File: config.mk
export PLATFORM = sky130hd
export DESIGN_NAME = mdio_mgmt
export DESIGN_NICKNAME = d
export VERILOG_FILES = /design/src/rtl/mdio_pkg.sv /design/src/rtl/mdio_clkgen.sv /design/src/rtl/mdio_dp.sv /design/src/rtl/mdio_ctrl.sv /design/src/rtl/mdio_mgmt.sv
export SDC_FILE = /design/constraint.sdc
export NUM_CORES = 1
export LEC_CHECK = 0
export BUFFER_PORTS_ARGS = -buffer_cell sky130_fd_sc_hd__buf_4
export CAP_MARGIN = 25
export CORE_MARGIN = 8
export CORE_UTILIZATION = 54
export CTS_CLUSTER_DIAMETER = 150
export DETAILED_ROUTE_END_ITERATION = 8
export PLACE_DENSITY_LB_ADDON = 0.25
export SYNTH_ARGS = -nofsm -noshare
export SYNTH_HDL_FRONTEND = slang
export SYNTH_SLANG_ARGS = --single-unit
File: constraint.sdc
create_clock -name clk -period 1.98 [get_ports clk]
set_input_delay 0.099 -clock clk [delete_from_list [all_inputs] [get_ports clk]]
set_output_delay 0.099 -clock clk [all_outputs]
set_load 0.05 [all_outputs]
File: src/rtl/mdio_pkg.sv
package mdio_pkg;
  // register map
  localparam logic [1:0] ADDR_CTRL = 2'd0;
  localparam logic [1:0] ADDR_USER = 2'd1;
  localparam logic [1:0] ADDR_LINK = 2'd2;

  // command word fields
  localparam int GO_BIT   = 31;
  localparam int WR_BIT   = 30;
  localparam int ACK_BIT  = 29;
  localparam int REG_LSB  = 21;
  localparam int PHY_LSB  = 16;

  // control word fields
  localparam int IDLE_BIT = 31;
  localparam int EN_BIT   = 30;

  // link tracking: status register and its link bit
  localparam logic [4:0] LINK_STATUS_REG = 5'd1;
  localparam int         LINK_DATA_BIT   = 2;

  typedef struct packed {
    logic load;     // capture a new frame into the shifter
    logic shift;    // advance to the next bit (falling mdc)
    logic sample;   // capture mdioIn (rising mdc)
    logic grabAck;  // capture turnaround response
    logic drive;    // controller owns the data line
  } mdioStrobes_t;
endpackage

File: src/rtl/mdio_clkgen.sv
module mdio_clkgen #(
  parameter int DIV_W = 8
) (
  input  logic             clk,
  input  logic             rstN,
  input  logic             run,
  input  logic [DIV_W-1:0] divider,
  output logic             mdc,
  output logic             riseTick,
  output logic             fallTick
);
  logic [DIV_W-1:0] divCnt;
  logic             hit;

  assign hit      = run && (divCnt == divider);
  assign riseTick = hit && !mdc;
  assign fallTick = hit && mdc;

  always_ff @(posedge clk or negedge rstN) begin
    if (!rstN) begin
      divCnt <= '0;
      mdc    <= 1'b0;
    end else if (!run) begin
      divCnt <= '0;
      mdc    <= 1'b0;
    end else if (hit) begin
      divCnt <= '0;
      mdc    <= ~mdc;
    end else begin
      divCnt <= divCnt + 1'b1;
    end
  end
endmodule

File: src/rtl/mdio_dp.sv
module mdio_dp
  import mdio_pkg::*;
#(
  parameter int PRE_LEN = 32
) (
  input  logic         clk,
  input  logic         rstN,
  input  mdioStrobes_t stb,
  input  logic         cmdWrite,
  input  logic [4:0]   cmdPhy,
  input  logic [4:0]   cmdReg,
  input  logic [15:0]  cmdData,
  input  logic         mdioIn,
  output logic         mdioOut,
  output logic         mdioOe,
  output logic [15:0]  rdData,
  output logic         ackSeen
);
  localparam int FRAME_LEN = PRE_LEN + 32;

  logic [FRAME_LEN-1:0] frame;
  logic [FRAME_LEN-1:0] outShift;
  logic [15:0]          rdShift;

  // read frames idle the line high after the address fields
  always_comb begin
    frame = {{PRE_LEN{1'b1}}, 2'b01,
             cmdWrite ? 2'b01 : 2'b10,
             cmdPhy, cmdReg,
             cmdWrite ? 2'b10 : 2'b11,
             cmdWrite ? cmdData : 16'hFFFF};
  end

  always_ff @(posedge clk or negedge rstN) begin
    if (!rstN) begin
      outShift <= '0;
      rdShift  <= '0;
      ackSeen  <= 1'b0;
    end else begin
      if (stb.load) begin
        outShift <= frame;
        ackSeen  <= 1'b0;
      end else begin
        if (stb.shift)   outShift <= {outShift[FRAME_LEN-2:0], 1'b0};
        if (stb.grabAck) ackSeen  <= !mdioIn;
      end
      if (stb.sample) rdShift <= {rdShift[14:0], mdioIn};
    end
  end

  assign mdioOut = outShift[FRAME_LEN-1];
  assign mdioOe  = stb.drive;
  assign rdData  = rdShift;
endmodule

File: src/rtl/mdio_ctrl.sv
module mdio_ctrl
  import mdio_pkg::*;
#(
  parameter int DIV_W   = 8,
  parameter int PRE_LEN = 32
) (
  input  logic             clk,
  input  logic             rstN,
  input  logic             regWrEn,
  input  logic [1:0]       regWrAddr,
  input  logic [31:0]      regWrData,
  input  logic             riseTick,
  input  logic             fallTick,
  input  logic [15:0]      rdData,
  input  logic             ackSeen,
  output logic             busy,
  output mdioStrobes_t     stb,
  output logic [DIV_W-1:0] divider,
  output logic [31:0]      ctlWord,
  output logic [31:0]      userWord,
  output logic [31:0]      linkWord
);
  localparam int FRAME_LEN = PRE_LEN + 32;
  localparam int CNT_W     = $clog2(FRAME_LEN);
  localparam logic [CNT_W-1:0] LAST_IDX = CNT_W'(FRAME_LEN - 1);
  localparam logic [CNT_W-1:0] TA1_IDX  = CNT_W'(PRE_LEN + 14);
  localparam logic [CNT_W-1:0] TA2_IDX  = CNT_W'(PRE_LEN + 15);

  logic             enable;
  logic             goFlag;
  logic             wrFlag;
  logic             ackFlag;
  logic [4:0]       regAddr;
  logic [4:0]       phyAddr;
  logic [15:0]      dataField;
  logic [31:0]      linkReg;
  logic [CNT_W-1:0] bitIdx;

  logic userWrite, accept, fieldLoad, lastBit, done;
  logic unusedWrBits;

  assign unusedWrBits = ^regWrData[29:26];

  assign userWrite = regWrEn && (regWrAddr == ADDR_USER) && !goFlag;
  assign accept    = userWrite && regWrData[GO_BIT] && enable;
  assign fieldLoad = userWrite && (!regWrData[GO_BIT] || enable);
  assign lastBit   = (bitIdx == LAST_IDX);
  assign done      = goFlag && fallTick && lastBit;

  always_comb begin
    stb.load    = accept;
    stb.shift   = goFlag && fallTick && !lastBit;
    stb.sample  = goFlag && riseTick;
    stb.grabAck = goFlag && riseTick && !wrFlag && (bitIdx == TA2_IDX);
    stb.drive   = goFlag && (wrFlag || (bitIdx < TA1_IDX));
  end

  always_ff @(posedge clk or negedge rstN) begin
    if (!rstN) begin
      enable    <= 1'b0;
      divider   <= '0;
      goFlag    <= 1'b0;
      wrFlag    <= 1'b0;
      ackFlag   <= 1'b0;
      regAddr   <= '0;
      phyAddr   <= '0;
      dataField <= '0;
      linkReg   <= '0;
      bitIdx    <= '0;
    end else begin
      if (regWrEn && (regWrAddr == ADDR_CTRL)) begin
        enable  <= regWrData[EN_BIT];
        divider <= regWrData[DIV_W-1:0];
      end
      if (fieldLoad) begin
        goFlag    <= regWrData[GO_BIT];
        wrFlag    <= regWrData[WR_BIT];
        ackFlag   <= 1'b0;
        regAddr   <= regWrData[REG_LSB+:5];
        phyAddr   <= regWrData[PHY_LSB+:5];
        dataField <= regWrData[15:0];
        bitIdx    <= '0;
      end else if (goFlag) begin
        if (stb.shift) bitIdx <= bitIdx + 1'b1;
        if (done) begin
          goFlag  <= 1'b0;
          ackFlag <= wrFlag | ackSeen;
          if (!wrFlag) dataField <= rdData;
          if (!wrFlag && ackSeen && (regAddr == LINK_STATUS_REG))
            linkReg[phyAddr] <= rdData[LINK_DATA_BIT];
        end
      end
    end
  end

  assign busy = goFlag;

  always_comb begin
    ctlWord                = '0;
    ctlWord[IDLE_BIT]      = !goFlag;
    ctlWord[EN_BIT]        = enable;
    ctlWord[DIV_W-1:0]     = divider;
    userWord               = '0;
    userWord[GO_BIT]       = goFlag;
    userWord[WR_BIT]       = wrFlag;
    userWord[ACK_BIT]      = ackFlag;
    userWord[REG_LSB+:5]   = regAddr;
    userWord[PHY_LSB+:5]   = phyAddr;
    userWord[15:0]         = dataField;
    linkWord               = linkReg;
  end
endmodule

File: src/rtl/mdio_mgmt.sv
module mdio_mgmt
  import mdio_pkg::*;
#(
  parameter int DIV_W   = 8,
  parameter int PRE_LEN = 32
) (
  input  logic        clk,
  input  logic        rstN,
  input  logic        regWrEn,
  input  logic [1:0]  regWrAddr,
  input  logic [31:0] regWrData,
  input  logic [1:0]  regRdAddr,
  output logic [31:0] regRdData,
  output logic        mdc,
  output logic        mdioOut,
  output logic        mdioOe,
  input  logic        mdioIn
);
  mdioStrobes_t     stb;
  logic             busy;
  logic             riseTick, fallTick;
  logic [DIV_W-1:0] divider;
  logic [15:0]      rdData;
  logic             ackSeen;
  logic [31:0]      ctlWord, userWord, linkWord;

  mdio_ctrl #(.DIV_W(DIV_W), .PRE_LEN(PRE_LEN)) u_ctrl (
    .clk(clk), .rstN(rstN),
    .regWrEn(regWrEn), .regWrAddr(regWrAddr), .regWrData(regWrData),
    .riseTick(riseTick), .fallTick(fallTick),
    .rdData(rdData), .ackSeen(ackSeen),
    .busy(busy), .stb(stb), .divider(divider),
    .ctlWord(ctlWord), .userWord(userWord), .linkWord(linkWord)
  );

  mdio_dp #(.PRE_LEN(PRE_LEN)) u_dp (
    .clk(clk), .rstN(rstN), .stb(stb),
    .cmdWrite(regWrData[WR_BIT]),
    .cmdPhy(regWrData[PHY_LSB+:5]),
    .cmdReg(regWrData[REG_LSB+:5]),
    .cmdData(regWrData[15:0]),
    .mdioIn(mdioIn), .mdioOut(mdioOut), .mdioOe(mdioOe),
    .rdData(rdData), .ackSeen(ackSeen)
  );

  mdio_clkgen #(.DIV_W(DIV_W)) u_clk (
    .clk(clk), .rstN(rstN), .run(busy), .divider(divider),
    .mdc(mdc), .riseTick(riseTick), .fallTick(fallTick)
  );

  always_comb begin
    case (regRdAddr)
      ADDR_CTRL: regRdData = ctlWord;
      ADDR_USER: regRdData = userWord;
      ADDR_LINK: regRdData = linkWord;
      default:   regRdData = '0;
    endcase
  end
endmodule

### Yosys cells after proc, flatten, opt, wreduce, memory -nomap -nowiden

Cells that the tools add are included.

| word-level totals | value |
|---|---|
| bits in registers | 166 |
| input port bits | 40 |
| output and inout port bits | 35 |
| word-level logic and storage cells | 98 |

| operators by class | value |
|---|---|
| $add $sub $neg | 2 |
| order comparisons | 3 |
| equal/unequal tests | 9 |
| mux-type cells | 28 |
| bitwise operators | 3 |
| reduce and logical (&&, ||, !) cells | 38 |

Operator list:

| kind | count |
|---|---|
| $mux 64 | 2 |
| $pmux 32 s3 | 1 |
| $mux 16 | 5 |
| $bwmux 32 | 1 |
| $logic_and 1x1->1 | 19 |
| $mux 6 | 3 |
| $mux 8 | 2 |
| $eq 6x6->1 const B | 2 |
| $mux 1 | 12 |
| $reduce_bool 2->1 | 5 |
| $add 8x1->8 const B | 1 |
| $eq 8x8->1 | 1 |
| $add 6x1->6 const B | 1 |
| $logic_not 1->1 | 6 |
| $lt 5x6->1 const B | 1 |
| $lt 6x6->1 const B | 1 |
| $demux 1 s5 | 1 |
| $eq 5x1->1 const B | 1 |
| $ge 5x1->1 const B | 1 |
| $eq 2x1->1 const B | 2 |
| $logic_not 2->1 | 2 |
| $reduce_and 2->1 | 2 |
| $reduce_and 4->1 | 1 |
| $reduce_and 3->1 | 1 |
| 7 further kinds | 9 |

### Longest topological paths before layout

Gate-level depths: netlist of the first run.

| depth | value |
|---|---|
| depth after elaboration | 8 |
| depth in mapped cells | 8 |
| depth with buffers taken out | 6 |

### Cells and area by module

From an unflattened synthesis of the first run, not the netlist that was laid out.

| unflattened totals | value |
|---|---|
| cells, all modules | 721 |
| area, all modules | 8688.3 µm² |

By module, submodules not included:

| module | times used | cells each | area each (µm²) |
|---|---|---|---|
| mdio_ctrl | 1 | 333 | 3877.5 |
| mdio_dp | 1 | 262 | 3530.9 |
| mdio_mgmt | 1 | 77 | 787.0 |
| mdio_clkgen | 1 | 49 | 493.0 |

### Worst setup path before layout of the first run

OpenSTA, ideal clock, no wires.

| timing | value |
|---|---|
| path type | reg2reg |
| start | reg u_clk.mdc |
| end | reg u_ctrl.linkReg[16], in the netlist u_ctrl.linkWord[16] |
| library setup time | 127 ps |
| arrival time | 1932 ps |
| required time | 1853 ps |
| path slack | -80 ps |
| cell stages (with the launch flop) | 8 |
| buffers on the path | 2 |
| cells stage by stage | dfrtp_1 inv_1 nor4b_1 and4_1 buf_4 buf_6 nand4_1 mux2_1 |

| between the ends | value |
|---|---|
| word-level cells in the longest chain between the ends | 4 |

RTL lines:

| element | RTL line | RTL |
|---|---|---|
| start: declaration | mdio_clkgen.sv:8 | `output logic mdc,` |
| start signal: assignment | mdio_clkgen.sv:28 | `mdc <= ~mdc;` |
| $logic_and 1x1->1 | mdio_clkgen.sv:17 | `assign fallTick = hit && mdc;` |
| $logic_and 1x1->1 (2 in series) | mdio_ctrl.sv:48 | `assign done = goFlag && fallTick && lastBit;` |
| $reduce_and 4->1 (no source line) | -- |  |
| end signal: indexed assignment | mdio_ctrl.sv:90 | `linkReg[phyAddr] <= rdData[LINK_DATA_BIT];` |
| end: declaration | mdio_ctrl.sv:36 | `logic [31:0] linkReg;` |

No other way between the ends.
A chain may end at the register's enable or synchronous reset.

### Worst setup path after layout of the first run

| timing | value |
|---|---|
| start | reg u_ctrl.bitIdx[1] |
| end | reg u_ctrl.linkReg[9], in the netlist u_ctrl.linkWord[9] |

| between the ends | value |
|---|---|
| word-level cells in the longest chain between the ends | 3 |

RTL lines:

| element | RTL line | RTL |
|---|---|---|
| start: declaration | mdio_ctrl.sv:37 | `logic [CNT_W-1:0] bitIdx;` |
| start signal: assignment | mdio_ctrl.sv:84 | `if (stb.shift) bitIdx <= bitIdx + 1'b1;` |
| $eq 6x6->1 | mdio_ctrl.sv:47 | `assign lastBit = (bitIdx == LAST_IDX);` |
| $logic_and 1x1->1 | mdio_ctrl.sv:48 |  |
| $reduce_and 4->1 (no source line) | -- |  |

No other way between the ends.

==> impl_results.md, run 1 <==
* Worst r2r src: u_ctrl.bitIdx[1]
* Worst Hold Path EP: u_dp.outShift[0]
* Mapped Area at 7863 um2
* Mapped Nets at 814
* Crit-path max cell delay at 0.36 ns
* Clock transition at path regs at 0.06 ns
* Endpoints failing hold at 0
* Initial antenna violation count at 0
* Antenna-violating nets left at 0
* CTS Buffer Depth at 2
* Total grt overflow at 0
* Critical Path Slowest Stage Cell: dfrtp_1
* Yosys warnings at 0
* CTS tree: done
* CTS buffer count at 17
* Routability Congestion at 0.8632
* Area growth syn-to-layout at 28.15%
* Num Clock Sinks at 166
* Finished Layout Cells at 1106
* Failing checks: negative setup slack
* Gate Count Post-Synth at 772
* Worst Path Arrival at 2.40 ns
* DP Wirelength at 14530 um
* CP max FO at 8
* Hold_ws at 0.01532 ns
* Most frequent cells after synthesis: 166 x dfrtp_1, 117 x nor2_1, 68 x nand2_1, 40 x mux2_1
* RR Endpoint: u_ctrl.linkWord[9]
* DR iter-0 viols at 653
* Leakage at 4.607 nW
* Seq/Total Area, Yosys at 0.5283
* Io pins at 75
* Die extent in x at 136.7 um
* # diodes at 0
* Status: finished, violations left
* Worst vdd ir at 0.0007892 V
* Top post-synthesis cells by area: dfrtp_1 53%, mux2_1 5.7%, nor2_1 5.6%
* Synth Area per Inst at 10.18 um2
* Period Utilization, post-route at 1.059
* Post-synth ARST share at 1.000
* Initial DRT Pass Iterations at 5
* # port buffers at 70
* Final Slew Violations at 0
* Post-synth top area cell: dfrtp_1
* Die area at 18680 um2
* Pre-CTS WS at -0.06841 ns
* Vias at 6656
* RSZ-0062 raised after global routing: yes
* Reg2reg setup slack at -0.12 ns
* EDFF count, synth at 0
* Initial Util at 0.5472
* FP Rows at 44
* Vias in the first global route at 6602
* Die Ht at 136.7 um
* Reg2Reg Depth at 7
* WL/cell at 19.84 um
* #FFs+latches synth at 166
* F_max at 477.0 MHz
* Routed vias/inst at 6.018
* Clk Latency, worst-skew pair at 0.43 ns
* CP endpoint kind: flip-flop
* Pin count of the biggest net entering global routing at 46
* Final worst slack at -0.1163 ns
* Core area at 14370 um2
* Power Density at 1029 nW/um2
* Class of the most critical setup path: flip-flop to flip-flop
* HP Start: regWrData[30]
* Min-Delay Path Depth at 2
* Slew Limit Headroom at 0.3315
* Hold Crit Class: input pin to flip-flop
* Req. time, crit path at 2.28 ns
* Residual DRC at 0
* Gr usage total at 0.2391
* Ratio of cells with drive above 1 in the final layout at 0.2332
* Global-route wire length before repair at 34850 um
* Period minus WS final at 2.096 ns
* # nets final at 951
* Crit start category: flip-flop
* Drt total wl at 21950 um
* Worst Skew at 0.01067 ns
* Share of the synthesized area in the top cell type at 0.5283
* Dpl cells at 1035
* Synth Flop Type: dfrtp_1
* Max-cap violations at 0
* Distinct cells, synth at 46
* H-Tree Depth at 4
* Top-count cell post-synth: dfrtp_1
* Clk root buf: clkbuf_16
* Setup violations, final at 49
* Cell breakdown of the critical path: ha_1, inv_1, nor4b_2, and4_4, buf_12, nand4_1, mux2_4
* Actual slew at the worst max-slew pin at 1.003 ns
-- critical path, delay by kind of cell (launching register included) --
family / cells / cell delay, ns
DFF: 1 / 0.36
muxes: 1 / 0.35
buffers and inverters: 2 / 0.23
adders and majority gates: 1 / 0.20
and+or+nand+nor: 3 / 0.82
-- area by class of cell --
cell class	instances	area [um2]
clock inverter	10	168.9
timing repair buffer	179	1592
sequential	166	4155
fill	1036	4293
tap	184	230.2
multi-input combinational	535	3438
inverter	10	37.54
clock buffer	22	454.2
-- flip-flops by register name, indices dropped and copies added, names as in the netlist --
register and count:
u_ctrl.dataField 16, u_dp.rdData 16, u_ctrl.busy 1, u_ctrl.regAddr 5, u_ctrl.divider 8, u_ctrl.phyAddr 5, u_dp.ackSeen 1, u_dp.outShift 64
u_ctrl.wrFlag 1, u_clk.mdc 1, u_ctrl.linkWord 32, u_clk.divCnt 8, u_ctrl.ackFlag 1, u_ctrl.enable 1, u_ctrl.bitIdx 6
-- metal layers --
layer	part of all wire	GRT usage	vias up	wire length (um)
met5	0	0	-	0
li1	-	-	3026	-
met3	0.072	0.04809	33	1589
met1	0.42	0.3191	3323	9321
met4	0.014	0.07383	0	303
met2	0.49	0.3852	274	10730
-- worst max path at each step --
stage	startpoint	end	slack, ns	cells after the start
6_report	u_ctrl.bitIdx[1]	u_ctrl.linkWord[9]	-0.12	7
5_1_grt	u_ctrl.bitIdx[1]	u_ctrl.linkWord[19]	-0.18	7
4_1_cts	u_ctrl.divider[2]	u_ctrl.linkWord[9]	-0.08	7
3_5_place_dp	u_ctrl.divider[2]	u_ctrl.linkWord[29]	-0.07	7
3_3_place_gp	u_ctrl.divider[2]	u_dp.outShift[23]	-0.05	6
2_1_floorplan	u_clk.divCnt[2]	u_ctrl.linkWord[16]	0.02	7
-- metrics by stage --
step                      utilization  area (um2)  setup TNS (ns)  power (mW)
after floorplan                     -        7864               0       5.714
after global placement         0.6225        8945         -0.6250       6.617
after detailed placement       0.6225        8945          -1.816       6.743
after CTS                      0.6922        9946          -1.474       10.32
after global routing           0.7012       10080          -7.734       10.78
final                          0.7012       10080          -2.182       10.37
-- logic make-up after synthesis --
family / share of synthesized area
AND/OR/NAND/NOR: 0.2038
AO/OA/AOI/OAI: 0.1108
buffers and inverters: 0.04281
adder cells (fa/ha/maj): 0.003182
multiplexers: 0.09437
XOR/XNOR: 0.01671
flip-flops: 0.5283
-- where the power goes --
group	internal, mW	switching [mW]	leakage, nW
Clock	2.16	1.36	0.292
Combinational	1.03	1.33	2.33
Sequential	3.97	0.530	1.99
Total	7.15	3.22	4.61
-- cells in the final DEF, fill, tap and decap left out, types with 4 or more instances in the layout --
cell type | synthesis | final
dfrtp_1 | 166 | 165
buf_4 | 5 | 134
nor2_1 | 117 | 116
nand2_1 | 68 | 68
a21oi_1 | 38 | 38
mux2_1 | 40 | 38
nand4_1 | 35 | 35
dlygate4sd3_1 | 0 | 28
nand3_1 | 26 | 26
a31oi_1 | 20 | 20
a22o_1 | 19 | 19
clkbuf_16 | 0 | 19
nor3b_1 | 17 | 17
nor3_1 | 17 | 17
mux2_2 | 17 | 17
a211oi_1 | 16 | 15
and2_1 | 14 | 14
xor2_1 | 14 | 13
a221o_1 | 12 | 12
o21ai_0 | 12 | 11
mux2i_1 | 10 | 10
inv_1 | 10 | 10
buf_12 | 0 | 8
buf_6 | 5 | 6
and3_1 | 6 | 5
o211ai_1 | 4 | 4
or4_1 | 4 | 4
bufinv_16 | 0 | 4
clkbuf_1 | 38 | 4
-- what timing repair did --
action	4_1_cts	5_1_grt
setup buffers	4	4
endpoints found under the setup margin	74	131
pin swaps	1	0
hold buffers	28	0
cloned	1	2
endpoints found under the hold margin	199	0
gates resized for setup	13	10
Note: power is estimated with default switching activity, not from simulation.
==> inputs of run 2 (changes only) <==
Settings changed: MAX_ROUTING_LAYER set to met4, TNS_END_PERCENT set to 30.
==> run 2 against run 1 <==
  * The run still ends with negative setup slack left
  * Sequential power is essentially flat
  * Combinational power shrank 2%
  * Critical path type unchanged
  * Worst setup slack gained 0.014 ns
  * Worst hold slack gained 0.18 ns
  * Largest power group unchanged
  * Die area is the same
  * Clock skew shrank 0.0015 ns
  * Global-route usage shrank 0.28 points
==> impl_results.md, run 2 (synthesized netlist as in run 1, its figures left out) <==
* Crit-path max cell delay at 0.36 ns
* CP max FO at 8
* Gr usage total at 0.2363
* Setup violations, final at 33
* Initial Util at 0.5472
* Seq pwr share at 0.438
* Fin Setup TNS at -1.433 ns
* Area growth syn-to-layout at 27.78%
* Reg2Reg Depth at 7
* Worst Path Arrival at 2.39 ns
* Total grt overflow at 0
* Finished Layout Cells at 1106
* DP Wirelength at 14030 um
* # nets final at 951
* Vias at 6470
* Internal power at 7.015 mW
* DR iter-0 viols at 667
* NetSw at 3.203 mW
* Die extent in x at 136.7 um
* Hold Crit Class: input pin to async pin
* Worst path bufs/invs at 2
* Routed vias/inst at 5.850
* Worst Skew at 0.009219 ns
* Most common cell after layout, fill and taps aside: dfrtp_1
* Status: finished, violations left
* Drt total wl at 20920 um
* Dpl cells at 1032
* Failing checks: negative setup slack
* Req. time, crit path at 2.29 ns
* Clock transition at path regs at 0.06 ns
* Clk root buf: clkbuf_16
* Antenna-violating nets left at 0
* Max-cap violations at 0
* # diodes at 0
* Die Ht at 136.7 um
* CP delay by family, top: simple AND/OR/NAND/NOR gates
* Leakage at 4.588 nW
* Post-route cell area at 10050 um2
* Cell breakdown of the critical path: ha_2, inv_1, nor4b_1, and4_4, buf_12, nand4_1, mux2_4
* Period Utilization, post-route at 1.052
* Period minus WS final at 2.083 ns
* Power Density at 1017 nW/um2
* Critical Path Slowest Stage Cell: dfrtp_1
* Ratio of cells with drive above 1 in the final layout at 0.2364
* # port buffers at 70
* Final Slew Violations at 0
* Clk Latency, worst-skew pair at 0.43 ns
* Initial antenna violation count at 0
* F_max at 480.1 MHz
* WP depth at 7
* CTS Buffer Depth at 2
* RR Endpoint: u_ctrl.linkWord[22]
* Total power at 10.22 mW
* Initial DRT Pass Iterations at 5
* H-Tree Depth at 4
* Worst vdd ir at 0.0007812 V
* Io pins at 75
* WL/cell at 18.92 um
* Die area at 18680 um2
* Placed Area at 8922 um2
* Clk pwr share at 0.336
* Vias in the first global route at 6421
* Residual DRC at 0
* Class of the most critical setup path: flip-flop to flip-flop
* Routability Congestion at 0.8810
* Most frequent cells in the layout: 165 x dfrtp_1, 134 x buf_4, 115 x nor2_1, 68 x nand2_1
* CTS tree: done
* Endpoints failing hold at 0
* Sw Ratio at 0.3135
* Slew Limit Headroom at 0.3819
* Max reg flops at 64
* CTS buffer count at 17
* Final worst slack at -0.1028 ns
* RSZ-0062 raised after global routing: yes
* Worst r2r src: u_ctrl.bitIdx[0]
* Actual slew at the worst max-slew pin at 0.9271 ns
* Biggest register: u_dp.outShift
* Global-route wire length before repair at 33710 um
* Combinational cell fraction of total power at 0.226
* CP endpoint kind: flip-flop
* Reg2reg setup slack at -0.10 ns
* Pin count of the biggest net entering global routing at 54
* Crit start category: flip-flop
* Core area at 14370 um2
* FP Rows at 44
* Num Clock Sinks at 166
## run 2: cell types whose count changed in the layout (fill, tap and decap cells not counted), moves of 2 or more
cell and delta:
clkbuf_1 -4, buf_8 +2, clkinv_4 +3, nor4b_2 -2, clkinvlp_4 +2, buf_6 -2
nor4b_1 +2
## run 2: per-stage QoR
stage	utilization	setup slack, ns	hold slack [ns]
floorplan	-	0.01873	-0.1966
global placement	0.6210	-0.07502	0.09427
detailed placement	0.6210	-0.07641	0.1054
CTS	0.6903	-0.1100	0.1955
global route	0.6992	-0.1642	0.2240
finish	0.6992	-0.1028	0.1970
## run 2: worst max-delay path by stage
stage / start / end / slack [ns]
6_report: u_ctrl.bitIdx[0] / u_ctrl.linkWord[22] / -0.10
5_1_grt: u_ctrl.divider[2] / u_ctrl.linkWord[22] / -0.16
4_1_cts: u_clk.divCnt[6] / u_ctrl.linkWord[22] / -0.11
3_5_place_dp: u_ctrl.divider[2] / u_dp.outShift[22] / -0.08
3_3_place_gp: u_ctrl.bitIdx[0] / u_dp.outShift[16] / -0.08
2_1_floorplan: u_clk.divCnt[2] / u_ctrl.linkWord[16] / 0.02
## run 2: layer usage
metal / part of all wire / up-vias / GRT usage
met5: 0 / - / -
li1: - / 3021 / -
met2: 0.48 / 217 / 0.3588
met4: 0.012 / 0 / 0.06162
met1: 0.45 / 3209 / 0.3132
met3: 0.063 / 23 / 0.05580
## run 2: power groups by stage
stage                     clock [mW]  combinational [mW]  sequential [mW]
after floorplan                    0                1.39             4.33
after global placement             0                2.13             4.48
after detailed placement           0                2.19             4.51
after CTS                       3.47                2.28             4.46
after global routing            3.62                2.50             4.54
final                           3.43                2.31             4.48
## run 2: cell type report
cell class / instances / area [um2]
fillers: 1018 / 4322
clock buffers: 18 / 439.2
repair buffers: 179 / 1589
inverters: 10 / 37.54
multi-input cells: 535 / 3420
well taps: 184 / 230.2
clock inverters: 14 / 176.4
flip-flops and latches: 166 / 4155
## run 2: timing repair
item,in CTS,in global routing
hold buffers,29,0
endpoints found under the setup margin,96,142
setup buffers,6,4
pin swaps,3,6
gates resized for setup,8,12
cloned,1,2
endpoints found under the hold margin,93,0
## run 2: worst register-to-register path: cells and delay by family (launching register included)
family | cells | cell delay (ns)
adders and majority gates | 1 | 0.20
buffers and inverters | 2 | 0.21
DFF | 1 | 0.36
muxes | 1 | 0.35
and+or+nand+nor | 3 | 0.83
